`src/rtl/pcs_pkg.sv`:
```
// Package: shared constants and types for the configuration status register.
// Assumes a 16-bit status word with fixed bit positions decoded by software.
package pcs_pkg;
    localparam int STAT_W      = 16;
    localparam int BIT_PAR     = 15;
    localparam int BIT_SERR    = 14;
    localparam int BIT_MABT    = 13;
    localparam int BIT_TABT_RX = 12;
    localparam int BIT_TABT_TX = 11;
    localparam int BIT_DPAR    = 8;
    localparam int BIT_INT     = 3;

    // Positions that hold write-one-to-clear flags.
    localparam logic [STAT_W-1:0] STICKY_MASK = 16'hF900;
    // Hardwired content: DEVSEL timing 01 at 10:9, capability list at 4.
    localparam logic [STAT_W-1:0] FIXED_VALUE = 16'h0210;

    typedef struct packed {
        logic addr_par;
        logic data_par;
        logic sys_err;
        logic serr_en;
        logic mabort;
        logic tabt_rx;
        logic tabt_tx;
        logic perr_seen;
        logic bus_master;
        logic perr_resp_en;
    } pcs_events_t;
endpackage

```
`src/rtl/pcs_event_map.sv`:
```
// Module: pcs_event_map
// Turns the bus-side event strobes into a per-bit set vector for the status word.
// Assumes strobes are single-cycle and already synchronous to clk.
module pcs_event_map
    import pcs_pkg::*;
#(
    parameter int W = pcs_pkg::STAT_W
) (
    input  pcs_events_t  ev_i,
    output logic [W-1:0] set_o
);
    logic dpar_qual;

    // Data parity flag needs PERR seen, own mastership and response enabled.
    always_comb dpar_qual = ev_i.perr_seen & ev_i.bus_master & ev_i.perr_resp_en;

    // Route each qualified event to its bit position.
    always_comb begin
        set_o              = '0;
        set_o[BIT_PAR]     = ev_i.addr_par | ev_i.data_par;
        set_o[BIT_SERR]    = ev_i.sys_err & ev_i.serr_en;
        set_o[BIT_MABT]    = ev_i.mabort;
        set_o[BIT_TABT_RX] = ev_i.tabt_rx;
        set_o[BIT_TABT_TX] = ev_i.tabt_tx;
        set_o[BIT_DPAR]    = dpar_qual;
    end
endmodule

```
`src/rtl/pcs_w1c_cell.sv`:
```
// Module: pcs_w1c_cell
// One sticky status flag: set by an event, cleared by a write of 1, set wins.
// Assumes synchronous active-low reset and a single clock domain.
module pcs_w1c_cell (
    input  logic clk,
    input  logic rst_n,
    input  logic set_i,
    input  logic clr_i,
    output logic q_o
);
    logic q_r;

    // Flag storage: reset to 0, set has priority over clear.
    always_ff @(posedge clk) begin
        if (!rst_n)      q_r <= 1'b0;
        else if (set_i)  q_r <= 1'b1;
        else if (clr_i)  q_r <= 1'b0;
    end

    assign q_o = q_r;

    // a set in the same cycle as a clear leaves the flag at 1.
    assert_set_wins_R9: assert property (@(posedge clk) disable iff (!rst_n)
        set_i |=> q_o);
    // a clear without a set empties the flag.
    assert_w1c_clears_R7: assert property (@(posedge clk) disable iff (!rst_n)
        (clr_i && !set_i) |=> !q_o);
    // with no set and no clear the flag holds.
    assert_flag_holds_R7: assert property (@(posedge clk) disable iff (!rst_n)
        (!clr_i && !set_i) |=> $stable(q_o));
endmodule

```
`src/rtl/pcs_intx_gate.sv`:
```
// Module: pcs_intx_gate
// Produces the interrupt status copy and the gated INTx pin.
// Assumes int_src_i is a level from the function's interrupt sources.
module pcs_intx_gate (
    input  logic int_src_i,
    input  logic int_dis_i,
    output logic int_stat_o,
    output logic intx_o
);
    // Status copy follows the source regardless of the disable bit.
    always_comb int_stat_o = int_src_i;
    // Pin asserts only for a pending request while not disabled.
    always_comb intx_o = int_src_i & ~int_dis_i;
endmodule

```
`src/rtl/pci_cfg_status.sv`:
```
// Module: pci_cfg_status
// PCI configuration status word for one function: sticky error flags with
// byte-qualified write-one-to-clear, hardwired fields, interrupt status and INTx.
// Assumes cfg_wr_i is already decoded for this register's address.
module pci_cfg_status
    import pcs_pkg::*;
#(
    parameter int STAT_W = pcs_pkg::STAT_W
) (
    input  logic              clk,
    input  logic              rst_n,
    input  logic              ev_addr_par_i,
    input  logic              ev_data_par_i,
    input  logic              ev_sys_err_i,
    input  logic              serr_en_i,
    input  logic              ev_mabort_i,
    input  logic              ev_tabt_rx_i,
    input  logic              ev_tabt_tx_i,
    input  logic              perr_seen_i,
    input  logic              bus_master_i,
    input  logic              perr_resp_en_i,
    input  logic              int_dis_i,
    input  logic              int_src_i,
    input  logic              cfg_wr_i,
    input  logic [STAT_W/8-1:0] cfg_be_i,
    input  logic [STAT_W-1:0] cfg_wdata_i,
    output logic [STAT_W-1:0] rd_data_o,
    output logic              intx_o
);
    localparam int BE_W = STAT_W / 8;

    pcs_events_t        ev;
    logic [STAT_W-1:0]  set_vec;
    logic [STAT_W-1:0]  clr_vec;
    logic [STAT_W-1:0]  flag_q;
    logic               int_stat;
    logic               unused_bits;

    // Bundle the bus-side strobes for the event mapper.
    always_comb begin
        ev.addr_par     = ev_addr_par_i;
        ev.data_par     = ev_data_par_i;
        ev.sys_err      = ev_sys_err_i;
        ev.serr_en      = serr_en_i;
        ev.mabort       = ev_mabort_i;
        ev.tabt_rx      = ev_tabt_rx_i;
        ev.tabt_tx      = ev_tabt_tx_i;
        ev.perr_seen    = perr_seen_i;
        ev.bus_master   = bus_master_i;
        ev.perr_resp_en = perr_resp_en_i;
    end

    pcs_event_map #(.W(STAT_W)) u_event_map (
        .ev_i  (ev),
        .set_o (set_vec)
    );

    // Byte-lane qualified clear request per bit.
    for (genvar b = 0; b < BE_W; b++) begin : g_lane
        assign clr_vec[b*8 +: 8] = {8{cfg_wr_i & cfg_be_i[b]}} & cfg_wdata_i[b*8 +: 8];
    end

    // Sticky cells only where the mask says; other positions hold no state.
    for (genvar i = 0; i < STAT_W; i++) begin : g_bit
        if (STICKY_MASK[i]) begin : g_sticky
            pcs_w1c_cell u_cell (
                .clk   (clk),
                .rst_n (rst_n),
                .set_i (set_vec[i]),
                .clr_i (clr_vec[i]),
                .q_o   (flag_q[i])
            );
        end else begin : g_none
            assign flag_q[i] = 1'b0;
        end
    end

    // Lanes and events that land on non-sticky positions are discarded.
    assign unused_bits = ^((set_vec | clr_vec) & ~STICKY_MASK);

    pcs_intx_gate u_intx (
        .int_src_i  (int_src_i),
        .int_dis_i  (int_dis_i),
        .int_stat_o (int_stat),
        .intx_o     (intx_o)
    );

    // Assemble the read word from flags, fixed fields and interrupt status.
    always_comb begin
        rd_data_o          = flag_q | FIXED_VALUE;
        rd_data_o[BIT_INT] = int_stat;
    end

    // with reporting disabled a clear system-error flag stays clear.
    assert_serr_gated_R4: assert property (@(posedge clk) disable iff (!rst_n)
        (!serr_en_i && !rd_data_o[BIT_SERR]) |=> !rd_data_o[BIT_SERR]);
    // without PERR response enable a clear data-parity flag stays clear.
    assert_dpar_gated_R6: assert property (@(posedge clk) disable iff (!rst_n)
        (!perr_resp_en_i && !rd_data_o[BIT_DPAR]) |=> !rd_data_o[BIT_DPAR]);
    // a write without the upper enable and no events keeps the upper flags.
    assert_upper_lane_R8: assert property (@(posedge clk) disable iff (!rst_n)
        (!cfg_be_i[1] && set_vec == '0) |=> $stable(rd_data_o[15:8]));
    // the pin only asserts with interrupt status set and disable clear.
    assert_intx_gate_R11: assert property (@(posedge clk) disable iff (!rst_n)
        intx_o |-> (rd_data_o[BIT_INT] && !int_dis_i));
endmodule

```
`config.mk`:
```
export PLATFORM = sky130hd
export DESIGN_NAME = pci_cfg_status
export DESIGN_NICKNAME = d
export VERILOG_FILES = /design/src/rtl/pcs_pkg.sv /design/src/rtl/pcs_event_map.sv /design/src/rtl/pcs_w1c_cell.sv /design/src/rtl/pcs_intx_gate.sv /design/src/rtl/pci_cfg_status.sv
export SDC_FILE = /design/constraint.sdc
export NUM_CORES = 1
export LEC_CHECK = 0
export BUFFER_PORTS_ARGS = -buffer_cell sky130_fd_sc_hd__buf_2
export CAP_MARGIN = 20
export CORE_AREA = 2 2 39 41
export DETAILED_ROUTE_END_ITERATION = 8
export DIE_AREA = 0 0 41 43
export GPL_ROUTABILITY_DRIVEN = 0
export GPL_TIMING_DRIVEN = 0
export PLACE_DENSITY_LB_ADDON = 0.15
export SLEW_MARGIN = 20
export SYNTH_ARGS = -nofsm -noshare
export SYNTH_HDL_FRONTEND = slang
export SYNTH_SLANG_ARGS = --single-unit
export TNS_END_PERCENT = 10
```
`constraint.sdc`:
```
create_clock -name clk -period 1.1 [get_ports clk]
set_clock_uncertainty 0.1 [all_clocks]
set_input_delay 0.11 -clock clk [delete_from_list [all_inputs] [get_ports clk]]
set_output_delay 0.11 -clock clk [all_outputs]
set_load 0.05 [all_outputs]
```
==> impl_results.md <==
* Arr. time, crit path at 0.84 ns
* Crit-path most repeated cell: buf_4
* Pre-CTS setup slack at 0.190 ns
* Status: completed
* # setup viols final at 0
* Critical setup path kind: register to output pin
* Sequential element share of the synthesized area at 31.3%
* Avg WL per Cell at 7.88 um
* P_leak at 0.000377 uW
* Die Width at 41 um
* Most area-hungry cell type in the Yosys netlist: dfxtp_1
* Iter 0 DRT Violations at 1
* FF+latch count, synth at 6
* Die Y-Extent at 43 um
* Worst r2r src: g_bit[14].g_sticky.u_cell.q_o
* Via/cell ratio at 3.82
* Final Hold Fails at 0
* First-pass GRT wire length at 1190 um
* Worst skew pair latency at 0.24 ns
* Area of the multi-input gates at between 150 and 200 um2
* DRC Markers at 0
* IO Count at 50
* Sw Pwr at 276 uW
* Crit. End Element: output pin
* Sequential power share at 32.0%
* Largest net degree at the start of global routing at 7
* Port bufs at 29
* CTS Root Cell: clkbuf_4
* Power per Cell Area at 1140 mW/mm2
* DRT Pass-1 Iters at 4
* Routed WL at 835 um
* Layout filler cell count at 147
* Stages on worst setup path at 2
* Detail Route Antenna Nets at 0
* Unique masters post-synth at 16
* Avg Cell Area, Syn at ~8.2 um2
* Startpoint types: register
* Initial antenna violation count at 0
* Fin cells at 106
* CORE AREA at ~0.0014 mm2
* WP buf/inv at 2
* Die area at around 0.0018 mm2
* Largest register FFs at 6
* HPWL Detailed at 665 um
* Peak supply drop at 556 uV
* F_max at 950 MHz
* Worst Path Max Fanout at 2
* Final Net Count at 125
* Antenna fix cells at 0
* CP max stage cell: dfxtp_1
* # rows at 14
* Async SR Flop Fraction at 0%
* Vias in the first global route at about 300
* Largest cells by area after synthesis: dfxtp_1 (31%), buf_4 (31%), a31oi_1 (6.5%), o21ai_0 (5.2%), a311oi_2 (3.9%)
* Synth Instances at 47
* CP startpoint: g_bit[12].g_sticky.u_cell.q_o
* Final Max Slew Viols at 0
* Data required time at the worst endpoint at 0.89 ns
* Max-cap violations at 0
* Top FF cell, synth: dfxtp_1
* Synth cell count leaders: buf_4 (16), dfxtp_1 (6), a31oi_1 (4), inv_1 (4), o21ai_0 (4)
* Sw Share at 36.3%
* EDFF count, synth at 0
* Critical path's top delay family: flip-flops
* CTS tree: yes
* Share of layout cells above drive strength 1 at 58.9%
* Initial core utilization at 27.8%
* Clock network power share at 27.0%
* Placed Instances at 99
* Max H-tree Level at 1
* Cell Area, Synth at 384 um2
* GRT Util Overall at 11.4%
* Int Power at a little under 500 uW
* Combinational fraction of design power at between 40 and 50%
* CTS Buf Count at 3
* Clk buf depth at 2
* Storage cell area at 121 um2
* Clock Sinks at 6
* DR vias at between 400 and 500
* Yosys warning total at 0
* P&R area growth vs syn at 74.3%
* CTS clk-pin slew, worst paths at 0.05 ns
* Count leader, synth: buf_4
* Worst Hold Path Cells at 3
* CP Cell Sequence: buf_4 > buf_4
* Grt ovf at 0
* Worst Hold Class: input port to register
* Hold wc startpoint: ev_tabt_rx_i
* Reg2reg path depth at 2
* RSZ-0062 raised after global routing: no
* Setup slack after layout at about 0.048 ns
* Cell Area, Placed at 576 um2
* Design Area, Final at 669 um2
* Critical Path Max Stage Delay at 0.30 ns
* Final Critical Period at 1.05 ns
* Top cell type's share of synthesized area at 31.3%
* Final worst-path cycle share at 95.7%
* TNS Setup at 0 ns
-- cell usage in the layout (no fill, tap or decap), types with 3 or more instances in the layout --
master | Yosys | routed
a31oi_1 | 4 | 4
inv_1 | 4 | 4
buf_2 | 0 | 23
buf_4 | 16 | 18
conb_1 | 2 | 9
dfxtp_1 | 6 | 5
clkbuf_4 | 0 | 3
o21ai_0 | 4 | 4
dlygate4sd3_1 | 0 | 4
buf_6 | 0 | 4
-- per-layer routing --
layer	up-vias	wire, um	track usage, %
met5	-	0	0
met4	0	32	10.0
met3	4	82	7.85
met2	22	396	15.6
met1	162	323	10.6
li1	217	-	-
-- power groups by stage --
stage	sequential, uW	clock (uW)	combinational [uW]
3_3_place_gp	246	0	281
6_report	243	205	312
5_1_grt	246	234	334
3_5_place_dp	247	0	283
2_1_floorplan	245	0	220
4_1_cts	243	214	307
-- repair_timing --
action / 4_1_cts / 5_1_grt
resized for setup: 7 / 4
setup buffers: 0 / 0
setup endpoints to repair: 6 / 4
endpoints found under the hold margin: 4 / 0
hold buffers: 4 / 0
-- worst min-delay path: stages --
cell,delay [ns]
buf_2,0.10
inv_1,0.04
a31oi_1,0.06
-- final timing paths --
| check | endpoint | slack, ns |
|---|---|---|
| worst min-delay path | g_bit[12].g_sticky.u_cell.q_o | 0.01 |
| worst max register to register | g_bit[14].g_sticky.u_cell.q_o | 0.21 |
| worst max-delay path | rd_data_o[12] | 0.05 |
| worst min register to register | g_bit[8].g_sticky.u_cell.q_o | 0.36 |
-- through the flow --
step / total power [uW] / hold slack [ns] / util [%]
after floorplan: 465 / 0.117 / -
after global placement: 527 / 0.209 / 41.6
after detailed placement: 530 / 0.211 / 41.6
after CTS: 764 / 0.00102 / 47.5
after global routing: 813 / 0.00544 / 48.4
final: 761 / 0.0118 / 48.4
-- layout make-up --
cell class              count  area share [%]
flip-flops and latches      6            18.1
well taps                  16            2.99
inverters                   4            2.24
plain buffers              16            17.9
clock buffers               3            3.36
multi-input cells          28            23.2
repair buffers             33            32.1
-- cell families after synthesis --
family          count (synthesis)  synth area share (%)
compound gates                 10                  18.2
buf+inv                        20                  35.2
simple gates                    9                  13.4
flops                           6                  31.3
other cells                     2                  1.96
(Power assumes the default switching activity.)
